[src/rtl/ngx_pkg.sv]
package ngx_pkg;
    localparam int LFSR_W  = 31;
    localparam int UNI_W   = 10;
    localparam int OUT_W   = 12;
    localparam int LANES   = 4;
    localparam int TAP_LO  = 0;
    localparam int TAP_HI  = 3;
    localparam int EXT_W   = OUT_W - UNI_W;

    typedef enum logic [1:0] {
        FILL_A = 2'd0,
        FILL_B = 2'd1,
        RUN    = 2'd2
    } fill_state_t;

    function automatic logic [LFSR_W-1:0] lane_seed(input int idx);
        case (idx)
            0:       return LFSR_W'(697757461);
            1:       return LFSR_W'(1885540239);
            2:       return LFSR_W'(1505946904);
            default: return LFSR_W'(2693445);
        endcase
    endfunction

    function automatic logic [OUT_W-1:0] widen(input logic [UNI_W-1:0] u);
        return {{EXT_W{u[UNI_W-1]}}, u};
    endfunction
endpackage

[src/rtl/ngx_lfsr.sv]
module ngx_lfsr
    import ngx_pkg::*;
#(
    parameter logic [LFSR_W-1:0] SEED = '1
) (
    input  logic              clk,
    input  logic              rst,
    output logic [LFSR_W-1:0] state_o
);
    logic fb;

    assign fb = ~(state_o[TAP_LO] ^ state_o[TAP_HI]);

    always_ff @(posedge clk) begin
        if (rst) begin
            state_o <= SEED;
        end else begin
            state_o <= {fb, state_o[LFSR_W-1:1]};
        end
    end
endmodule

[src/rtl/ngx_add_reg.sv]
module ngx_add_reg #(
    parameter int W = 12
) (
    input  logic         clk,
    input  logic         rst,
    input  logic [W-1:0] a_i,
    input  logic [W-1:0] b_i,
    output logic [W-1:0] sum_o
);
    always_ff @(posedge clk) begin
        if (rst) begin
            sum_o <= '0;
        end else begin
            sum_o <= a_i + b_i;
        end
    end
endmodule

[src/rtl/ngx_fill_ctl.sv]
module ngx_fill_ctl
    import ngx_pkg::*;
(
    input  logic clk,
    input  logic rst,
    output logic valid_o
);
    fill_state_t cur, nxt;

    always_ff @(posedge clk) begin
        if (rst) begin
            cur <= FILL_A;
        end else begin
            cur <= nxt;
        end
    end

    always_comb begin
        nxt = cur;
        unique case (cur)
            FILL_A:  nxt = FILL_B;
            FILL_B:  nxt = RUN;
            RUN:     nxt = RUN;
            default: nxt = FILL_A;
        endcase
    end

    always_comb begin
        valid_o = 1'b0;
        unique case (cur)
            FILL_A, FILL_B: valid_o = 1'b0;
            RUN:            valid_o = 1'b1;
            default:        valid_o = 1'b0;
        endcase
    end
endmodule

[src/rtl/ngx_gauss_gen.sv]
module ngx_gauss_gen
    import ngx_pkg::*;
(
    input  logic             clk,
    input  logic             rst,
    output logic [OUT_W-1:0] sample_o,
    output logic             valid_o
);
    localparam int PAIRS = LANES / 2;

    logic [LANES-1:0][LFSR_W-1:0] lane_state;
    logic [LANES-1:0][OUT_W-1:0]  lane_ext;
    logic [PAIRS-1:0][OUT_W-1:0]  part_sum;

    for (genvar i = 0; i < LANES; i++) begin : g_lane
        ngx_lfsr #(.SEED(lane_seed(i))) u_lfsr (
            .clk     (clk),
            .rst     (rst),
            .state_o (lane_state[i])
        );
        assign lane_ext[i] = widen(lane_state[i][UNI_W-1:0]);
    end

    for (genvar p = 0; p < PAIRS; p++) begin : g_pair
        ngx_add_reg #(.W(OUT_W)) u_add (
            .clk   (clk),
            .rst   (rst),
            .a_i   (lane_ext[2*p]),
            .b_i   (lane_ext[2*p+1]),
            .sum_o (part_sum[p])
        );
    end

    ngx_add_reg #(.W(OUT_W)) u_final (
        .clk   (clk),
        .rst   (rst),
        .a_i   (part_sum[0]),
        .b_i   (part_sum[1]),
        .sum_o (sample_o)
    );

    ngx_fill_ctl u_ctl (
        .clk     (clk),
        .rst     (rst),
        .valid_o (valid_o)
    );
endmodule

[config.mk]
export PLATFORM = sky130hd
export DESIGN_NAME = ngx_gauss_gen
export DESIGN_NICKNAME = d
export VERILOG_FILES = /design/src/rtl/ngx_pkg.sv /design/src/rtl/ngx_lfsr.sv /design/src/rtl/ngx_add_reg.sv /design/src/rtl/ngx_fill_ctl.sv /design/src/rtl/ngx_gauss_gen.sv
export SDC_FILE = /design/constraint.sdc
export NUM_CORES = 1
export LEC_CHECK = 0
export BUFFER_PORTS_ARGS = -buffer_cell sky130_fd_sc_hd__buf_2
export CORE_AREA = 2 2 118 120
export DETAILED_ROUTE_END_ITERATION = 8
export DIE_AREA = 0 0 120 122
export PLACE_DENSITY = 0.62
export SYNTH_ARGS = -nofsm -noshare
export SYNTH_HDL_FRONTEND = slang
export SYNTH_HIERARCHICAL = 1
export SYNTH_SLANG_ARGS = --single-unit
[constraint.sdc]
create_clock -name clk -period 2 [get_ports clk]
set_input_delay 0.2 -clock clk [delete_from_list [all_inputs] [get_ports clk]]
set_output_delay 0.2 -clock clk [all_outputs]
set_load 0.01 [all_outputs]
After elaboration in Yosys (flattened, before gate mapping)
Cells that the tools add are included.
{"block": "totals", "reg_bits": 162, "wordCells": 25}
{"block": "classes", "addsub": 3, "eq_ne": 2, "muxes": 2, "bitwise": 8, "n_reduce_logical": 2}
{"cell": "adder 10 x 10 -> 11 bit", "n": 2}
{"cell": "adder 12 bit", "n": 1}
{"cell": "inverter 1 bit", "n": 4}
{"cell": "one-hot mux 2 bit (2 select lines)", "n": 1}
{"cell": "bitwise XOR 1 bit", "n": 4}
{"cell": "== test 2 x 1 -> 1 bit (second input constant)", "n": 1}
{"cell": "== test 2 bit (second input constant)", "n": 1}
{"cell": "logical NOT 2 bit", "n": 1}
{"cell": "OR reduction 2 bit", "n": 1}
{"cell": "2-to-1 mux 1 bit", "n": 1}

Longest topological paths before layout
Gate-level depths: netlist (run 1).
{"block": "depth", "depth_word": 3, "ltp_mapped": 7}

By module
Netlist (run 1), hierarchy kept.
{"module": "ngx_lfsr at g_lane[1].u_lfsr ...", "n_inst": 2, "cells_each": 66, "area_each_um2": 845.8, "seq_area_each_um2": 620.6}
{"module": "ngx_add_reg at g_pair[1].u_add ...", "n_inst": 2, "cells_each": 82, "area_each_um2": 793.3, "seq_area_each_um2": 240.2}
{"module": "ngx_lfsr at g_lane[0].u_lfsr", "n_inst": 1, "cells_each": 66, "area_each_um2": 848.3, "seq_area_each_um2": 620.6}
{"module": "ngx_lfsr at g_lane[3].u_lfsr", "n_inst": 1, "cells_each": 66, "area_each_um2": 842.1, "seq_area_each_um2": 620.6}
{"module": "ngx_add_reg at g_pair[0].u_add", "n_inst": 1, "cells_each": 94, "area_each_um2": 832.0, "seq_area_each_um2": 240.2}
{"module": "ngx_fill_ctl", "n_inst": 1, "cells_each": 8, "area_each_um2": 85.1, "seq_area_each_um2": 40.0}

Least setup slack after synthesis (run 1)
OpenSTA, ideal clock, no wires.
{"block": "synth_path", "kind": "register to register", "start": "register g_lane[2].u_lfsr.state_o[0]", "end": "register g_pair[1].u_add.sum_o[10]", "arrival_time_ns": 1.802, "slack_ns": 0.071, "stages_incl_launch_ff": 8, "path_buffers": 0, "path_cell_list": "dfxtp_1 ha_1 fa_1 a211oi_2 o21bai_2 a221oi_2 xor2_1 nor2_1"}
{"block": "synth_via", "elab_chain_cells": 1}
{"element": "start, declared", "line": "ngx_lfsr.sv:8", "rtl": "output logic [LFSR_W-1:0] state_o"}
{"element": "start signal, assigned", "line": "ngx_lfsr.sv:18", "rtl": "state_o <= {fb, state_o[LFSR_W-1:1]};"}
{"element": "adder 10 x 10 -> 11 bit", "line": "ngx_add_reg.sv:14", "rtl": "sum_o <= a_i + b_i;"}
{"element": "end signal, assigned", "line": "ngx_add_reg.sv:14"}
{"element": "end, declared", "line": "ngx_add_reg.sv:8", "rtl": "output logic [W-1:0] sum_o"}
No other way between the ends.
A chain may end at the register's enable or synchronous reset.

Worst setup path after layout (run 1)
{"block": "layout_path", "start": "register g_lane[3].u_lfsr.state_o[0]", "end": "register g_pair[1].u_add.sum_o[10]"}
{"block": "layout_via", "elab_chain_cells": 1}
{"element": "start, declared", "line": "ngx_lfsr.sv:8"}
{"element": "start signal, assigned", "line": "ngx_lfsr.sv:18"}
{"element": "adder 10 x 10 -> 11 bit", "line": "ngx_add_reg.sv:14"}
No other way between the ends.

==> flow_summary_export.csv, run 1 <==
group,metric,value,unit
detailed_routing,ant_nets,0,
global_route,busiest_layer,"met2",
cells_and_area,fin_nets,604,
hold_path,min_from,"rst",
yosys,synth_top_family_by_area,"simple AND/OR/NAND/NOR gates",
worst_setup_path,r2r-start,"g_lane[3].u_lfsr/state_o[0]$_SDFF_PP1_",
yosys,syn_area,5890,sq um
cells_and_area,area_delta_synth_final,15.9,%
global_route,antenna_found_initial,0,
power,power,7.50,mW
yosys,synth_compound_area_share,10.0,%
sta,fmax,0.504,GHz
die,fp-row-count,43,
power,combPwrFrac,11.5,%
cells_and_area,antenna_cells,0,
hold_path,hold_path_class,"input pin to flip-flop",
sta,skew,0.00756,ns
global_route,grtUsageMet1,19.0,%
worst_setup_path,critPathKind,"flip-flop to flip-flop",
detailed_routing,routed-via-count,3554,
worst_setup_path,crit_path_max_incr_delay,0.41,ns
power,p_int,5.73,mW
yosys,synth_seq_cells,162,
yosys,synth_edf_count,0,
run,drv_cap,0,
yosys,yosysWarnings,6,
cells_and_area,stdcell_count,755,
detailed_routing,drc_errors,0,
cells_and_area,final_util,50.5,%
yosys,synth_cell_types,44,
global_route,grt_pass1_vias,3597,
yosys,yosysSeqAreaShare,55.1,%
worst_setup_path,startpoint_type,"flip-flop",
power,p_sw,1.77,mW
clock_tree,h-tree-depth,4,
worst_setup_path,path_max_fanout,3,
clock_tree,clk_pin_slew,0.06,ns
die,ioPinCount,15,
clock_tree,cts_root_buf,"clkbuf_16",
detailed_routing,drt_first_iter_violations,205,
sta,setup_viol,0,
cells_and_area,layout-drive-gt1-share,15.7,%
yosys,synthAdderAreaFrac,8.46,%
cells_and_area,nFillCells,1205,
cells_and_area,layout_commonest_cell,"dfxtp_1",
yosys,muxShareOfSynthArea,0.957,%
sta,hold_viol_final,0,
sta,holdWs,0.211,ns
worst_setup_path,reg2reg_depth,7,
run_status,status,"finished clean",
detailed_routing,routedWlPerCell,12.7,um
global_route,globalRouteMet2Util,21.3,%
power,sw_frac_of_total,23.6,%
sta,period_share,99.2,%
global_route,grt_first_pass_wirelength,16300,um
sta,max-slew-margin-rel,69.8,%
global_route,track_usage,14.5,%
worst_setup_path,rr_endpoint,"g_pair[1].u_add/sum_o[10]$_SDFF_PP0_",
clock_tree,cts_buffers,17,
die,start_util,43.6,%
sta,rsz0062_at_grt,"true",
yosys,ys.flop_type,"dfxtp_1",
yosys,netlist_instances,530,
power,irDropWorstVdd,0.643,mV
yosys,yosys.area_share.simple,19.8,%
global_route,use_met3,4.82,%
worst_setup_path,slowest_stage,"fa_2",
sta,fin_crit,1.98,ns
detailed_routing,via_per_inst,4.71,
power,powerDensity,1100,nW/um^2
detailed_routing,dr.pass1.iters,4,
placed_design,dp_cells,720,
worst_setup_path,path_cells,"ha_4, fa_2, a211oi_4, o21bai_2, a221oi_2, xor2_1, nor2_1",
power,power_frac_clock,40.9,%
yosys,syn_nets,570,
cells_and_area,final_cell_mix,"158 x dfxtp_1, 78 x nor2b_1, 57 x or2_1",
yosys,synthXorXnorAreaFrac,3.42,%
global_route,grt_remaining_overflow,0,
sta,worst_pin_slew,0.452,ns
power,p_leak,2.86,nW
worst_setup_path,worstPathRequired,2.30,ns
sta,drv_slew,0,
worst_setup_path,endpoint_kind,"flip-flop",
die,dieArea,14600,sq um
worst_setup_path,arrival,2.28,ns
global_route,grt_max_degree,49,
yosys,syn_avg_cell_area,11.1,sq um
clock_tree,insertion_delay,0.42,ns
hold_path,holdPathEnd,"g_pair[0].u_add/sum_o[8]$_SDFF_PP0_",
hold_path,whs_path_depth,2,
yosys,async_flop_share,0,%
die,die_x,120,um
die,fp.dieH,122,um
placed_design,numPortBuffers,14,
clock_tree,cts.sinks,162,
worst_setup_path,rrSetupSlack,0.02,ns
die,core_area,13500,sq um
clock_tree,clk_path_buf_depth,2,
clock_tree,cts_tree,"yes",
detailed_routing,routed_wl,9550,um
cells_and_area,multi_input_area,2560,sq um
placed_design,gp_congestion,0.815,
placed_design,dpl.hpwl,6200,um
cells_and_area,ff_latch_area,3250,sq um
power,seqPwrFrac,47.6,%
## registers in the layout, summed over array words and instances, names as in the netlist
signal	cells
u_ctl/cur	2
g_lane.u_lfsr/state_o	124
g_pair.u_add/sum_o	24
u_final/sum_o	12
## Yosys cell counts, types with 3 or more instances
library cell  instances  share of area [%]
o21ai_0              11               0.94
dfxtp_1             162                 55
nor2b_1              78                8.3
or2_2                 3               0.32
o21ai_1               3               0.26
a21o_1                7               0.89
nand3_1               6               0.51
o21bai_2              4               0.77
a211oi_2              7                1.5
or2_1                57                6.1
mux2_1                5               0.96
inv_1                 4               0.26
xor2_1               18                2.7
nand2b_1              3               0.32
buf_6                 6                1.1
clkbuf_2              3               0.26
nand2_1               8               0.51
nand4_1               3               0.32
nor2_1               39                2.5
buf_2                 5               0.43
fa_1                  3                1.0
a221oi_2              3               0.77
ha_1                 35                7.4
a21oi_1               8               0.68
a211oi_1              8                1.0
o21bai_1              5               0.64
a31oi_1               3               0.32
nor3_1                5               0.43
xnor2_1               5               0.74
## logic make-up (layout without fill, tap and decap cells)
logic type / count (synthesis) / in the layout
and+or+nand+nor: 207 / 207
buffers and inverters: 20 / 65
AOI/OAI and AO/OA: 75 / 75
adders and majority gates: 38 / 38
muxes: 5 / 5
xor gates and xnor gates: 23 / 23
DFF: 162 / 162
## worst max-delay path, delay by kind of cell (launching register included)
kind / cells / cell delay [ns]
flops: 1 / 0.34
xor+xnor: 1 / 0.18
compound gates: 3 / 0.71
fa+ha+maj: 2 / 0.58
simple gates: 1 / 0.05
## metrics by stage
step / worst slack (ns) / setup TNS [ns] / cell area (sq um)
2_1_floorplan: 0.0705 / 0 / 5890
3_3_place_gp: 0.0440 / 0 / 6170
4_1_cts: 0.0281 / 0 / 6750
6_report: 0.0156 / 0 / 6820
3_5_place_dp: -0.0338 / -0.0338 / 6170
5_1_grt: -0.0569 / -0.0609 / 6820
## metal layers
layer / part of all wire [%] / routed length, um / up-vias
met5: 0 / 0 / -
met3: 3.7 / 354 / 13
met2: 44 / 4230 / 48
li1: - / - / 1830
met4: 1.9 / 184 / 0
met1: 50 / 4790 / 1663
## worst max path at each step
stage | end | slack, ns | cells past startpoint | start
after CTS | g_pair[1].u_add/sum_o[10]$_SDFF_PP0_ | 0.03 | 7 | g_lane[2].u_lfsr/state_o[0]$_SDFF_PP0_
after floorplan | g_pair[1].u_add/sum_o[10]$_SDFF_PP0_ | 0.07 | 7 | g_lane[2].u_lfsr/state_o[0]$_SDFF_PP0_
after global placement | g_pair[0].u_add/sum_o[10]$_SDFF_PP0_ | 0.04 | 7 | g_lane[0].u_lfsr/state_o[0]$_SDFF_PP1_
after detailed placement | g_pair[1].u_add/sum_o[10]$_SDFF_PP0_ | -0.03 | 7 | g_lane[2].u_lfsr/state_o[0]$_SDFF_PP0_
after global routing | g_pair[1].u_add/sum_o[10]$_SDFF_PP0_ | -0.06 | 7 | g_lane[3].u_lfsr/state_o[0]$_SDFF_PP1_
final | g_pair[1].u_add/sum_o[10]$_SDFF_PP0_ | 0.02 | 7 | g_lane[3].u_lfsr/state_o[0]$_SDFF_PP1_
## power groups by stage
stage | registers (mW) | clock network (mW) | logic (mW)
6_report | 3.57 | 3.07 | 0.861
5_1_grt | 3.60 | 3.30 | 0.966
4_1_cts | 3.57 | 3.14 | 0.847
3_5_place_dp | 3.64 | 0 | 0.832
3_3_place_gp | 3.64 | 0 | 0.811
2_1_floorplan | 3.63 | 0 | 0.621
## layout make-up
| class | instances | area share, % |
|---|---|---|
| sequential | 162 | 47.6 |
| multi-input combinational | 348 | 37.5 |
| clock inverter | 9 | 1.60 |
| timing repair buffer | 31 | 3.12 |
| inverter | 4 | 0.220 |
| tap | 180 | 3.30 |
| clock buffer | 21 | 6.60 |
## repair_timing
item                                    in CTS  in global routing
endpoints found under the setup margin       4                  6
resized for setup                            3                 11
pin swaps                                    3                 14
buffers inserted                             1                  4
hold buffers                                 0                  0
Note: power is estimated with default switching activity, not from simulation.
==> inputs of run 2 (changes only) <==
Settings changed: CELL_PAD_IN_SITES_DETAIL_PLACEMENT set to 0, CELL_PAD_IN_SITES_GLOBAL_PLACEMENT set to 2, CORE_AREA 2 2 118 120 to 2 2 130 132, DIE_AREA 0 0 120 122 to 0 0 132 134, PLACE_DENSITY 0.62 to 0.72.
==> run 2 against run 1 <==
  * Final cell count rose by 4.8%
  * Sequential cell count unchanged
  * Die area grew 21%
  * Utilization decreased by 8.0 points
  * Worst hold slack improved by 0.0037 ns
  * Clock skew barely moved
  * Clock-buffer cell count decreased by 1
  * Setup slack improved by 0.071 ns
  * Sequential power is essentially flat
  * Via count is 2.1% lower
  * Highest routed layer unchanged
==> flow_summary_export.csv, run 2 (synthesis gave the netlist of run 1 again) <==
group,metric,value,unit
sta,max-slew-margin-rel,69.4,%
detailed_routing,routed_wl,9380,um
die,dieArea,17700,sq um
die,fp-row-count,47,
die,start_util,36.1,%
power,combPwrFrac,10.7,%
power,seqPwrFrac,45.2,%
run_status,status,"finished clean",
sta,fmax,0.523,GHz
clock_tree,cts_buffers,17,
cells_and_area,final_util,42.5,%
clock_tree,h-tree-depth,4,
cells_and_area,regMostFlops,"g_lane.u_lfsr/state_o",
sta,rsz0062_at_grt,"true",
detailed_routing,dr.pass1.iters,4,
worst_setup_path,critPathKind,"flip-flop to flip-flop",
placed_design,numPortBuffers,14,
cells_and_area,nFillCells,1570,
detailed_routing,ant_nets,0,
sta,setup_viol,0,
worst_setup_path,startpoint_type,"flip-flop",
sta,period_share,95.7,%
placed_design,dpl.hpwl,6200,um
clock_tree,cts_root_buf,"clkbuf_16",
sta,skew,0.00725,ns
clock_tree,clk_path_buf_depth,2,
power,irDropWorstVdd,0.616,mV
detailed_routing,routedWlPerCell,11.9,um
sta,worst_pin_slew,0.458,ns
die,die_x,132,um
worst_setup_path,slowest_stage,"fa_2",
detailed_routing,drc_errors,0,
global_route,antenna_found_initial,0,
cells_and_area,antenna_cells,0,
power,p_int,6.06,mW
clock_tree,insertion_delay,0.42,ns
power,sw_frac_of_total,23.1,%
worst_setup_path,path_cells,"ha_4, fa_2, a211oi_2, o21bai_2, a221oi_2, xor2_1, nor2_1",
cells_and_area,layout_commonest_cell,"dfxtp_1",
worst_setup_path,path_max_fanout,3,
sta,drv_slew,0,
cells_and_area,area_delta_synth_final,17.6,%
sta,hold_viol_final,0,
cells_and_area,layout-drive-gt1-share,15.4,%
sta,fin_crit,1.91,ns
clock_tree,hold_buffers,0,
run,drv_cap,0,
worst_setup_path,worstPathRequired,2.29,ns
cells_and_area,reg_top3,"g_lane.u_lfsr/state_o (124), g_pair.u_add/sum_o (24), u_final/sum_o (12)",
global_route,grt_max_degree,50,
worst_setup_path,arrival,2.20,ns
worst_setup_path,crit_path_max_incr_delay,0.36,ns
placed_design,gp_congestion,0.757,
clock_tree,cts.sinks,162,
power,p_leak,2.88,nW
detailed_routing,routed-via-count,3481,
cells_and_area,largest_reg_flops,124,
worst_setup_path,endpoint_kind,"flip-flop",
die,fp.dieH,134,um
detailed_routing,drt_first_iter_violations,163,
clock_tree,clk_pin_slew,0.06,ns
clock_tree,cts_tree,"yes",
global_route,grt_remaining_overflow,0,
power,p_sw,1.82,mW
global_route,grt_pass1_vias,3433,
global_route,track_usage,11.8,%
hold_path,hold_path_class,"input pin to flip-flop",
die,core_area,16300,sq um
die,ioPinCount,15,
cells_and_area,final_cell_mix,"160 x dfxtp_1, 78 x nor2b_1, 57 x or2_1",
detailed_routing,via_per_inst,4.40,
global_route,grt_first_pass_wirelength,16500,um
power,power_frac_clock,44.0,%
cells_and_area,fin_nets,598,
sta,setup_tns,0,ns
power,powerDensity,1140,nW/um^2
==> run 2: changes by cell type in the layout (fill, tap and decap cells not counted), moves of 2 or more <==
cell,change
clkbuf_8,+2
dfxtp_2,-2
dfxtp_1,+2
clkbuf_1,-3
bufinv_16,+2
buf_4,-7
clkinv_4,+2
==> run 2: worst paths after layout <==
path                                                               from                                 endpoint  slack [ns]  depth (start not counted)
worst max register to register   g_lane[2].u_lfsr/state_o[0]$_SDFF_PP0_     g_pair[1].u_add/sum_o[10]$_SDFF_PP0_        0.09                          7
worst min register to register  g_lane[0].u_lfsr/state_o[16]$_SDFF_PP0_  g_lane[0].u_lfsr/state_o[15]$_SDFF_PP1_        0.40                          1
worst max-delay path             g_lane[2].u_lfsr/state_o[0]$_SDFF_PP0_     g_pair[1].u_add/sum_o[10]$_SDFF_PP0_        0.09                          7
worst min-delay path                                                rst   g_lane[0].u_lfsr/state_o[3]$_SDFF_PP0_        0.21                          2
==> run 2: cell type report <==
cell class	count	area, sq um	area share, %
well taps	220	275	3.98
clock inverters	12	180	2.60
repair buffers	25	180	2.60
multi-input cells	348	2560	36.9
inverters	4	15.0	0.217
flip-flops and latches	162	3250	46.9
clock buffers	20	467	6.75
==> run 2: per-layer routing <==
| metal | GRT usage (%) | vias up | part of all wire [%] |
|---|---|---|---|
| met3 | 4.27 | 16 | 3.6 |
| met2 | 17.0 | 38 | 41 |
| met1 | 15.6 | 1596 | 53 |
| met4 | 5.74 | 0 | 2.0 |
| met5 | 0 | - | 0 |
| li1 | - | 1831 | - |
==> run 2: critical path: cells and delay by family (launching register included) <==
kind,cells,cell delay (ns)
simple gates,1,0.05
flops,1,0.34
fa+ha+maj,2,0.52
xor+xnor,1,0.16
compound gates,3,0.71
==> run 2: power groups by stage <==
stage | logic [mW] | clock network [mW] | registers [mW]
after detailed placement | 0.836 | 0 | 3.64
after global routing | 0.963 | 3.72 | 3.59
after CTS | 0.845 | 3.56 | 3.57
after global placement | 0.839 | 0 | 3.64
final | 0.847 | 3.47 | 3.56
after floorplan | 0.621 | 0 | 3.63
==> run 2: stage by stage <==
| step | std cells | hold slack (ns) | setup slack [ns] | power [mW] | instance area [sq um] |
|---|---|---|---|---|---|
| 2_1_floorplan | 530 | 0.272 | 0.0705 | 4.25 | 5890 |
| 3_3_place_gp | 758 | 0.387 | 0.0193 | 4.48 | 6220 |
| 3_5_place_dp | 758 | 0.389 | -0.000489 | 4.47 | 6220 |
| 4_1_cts | 790 | 0.202 | 0.00585 | 7.98 | 6870 |
| 5_1_grt | 791 | 0.231 | -0.0318 | 8.28 | 6920 |
| 6_report | 791 | 0.215 | 0.0867 | 7.88 | 6920 |
==> run 2: timing repair <==
action                                  4_1_cts  5_1_grt
endpoints found under the setup margin        1        9
gates resized for setup                       0       11
pin swaps                                     1        9
buffers inserted                              0        1
hold endpoints to repair                      0        0
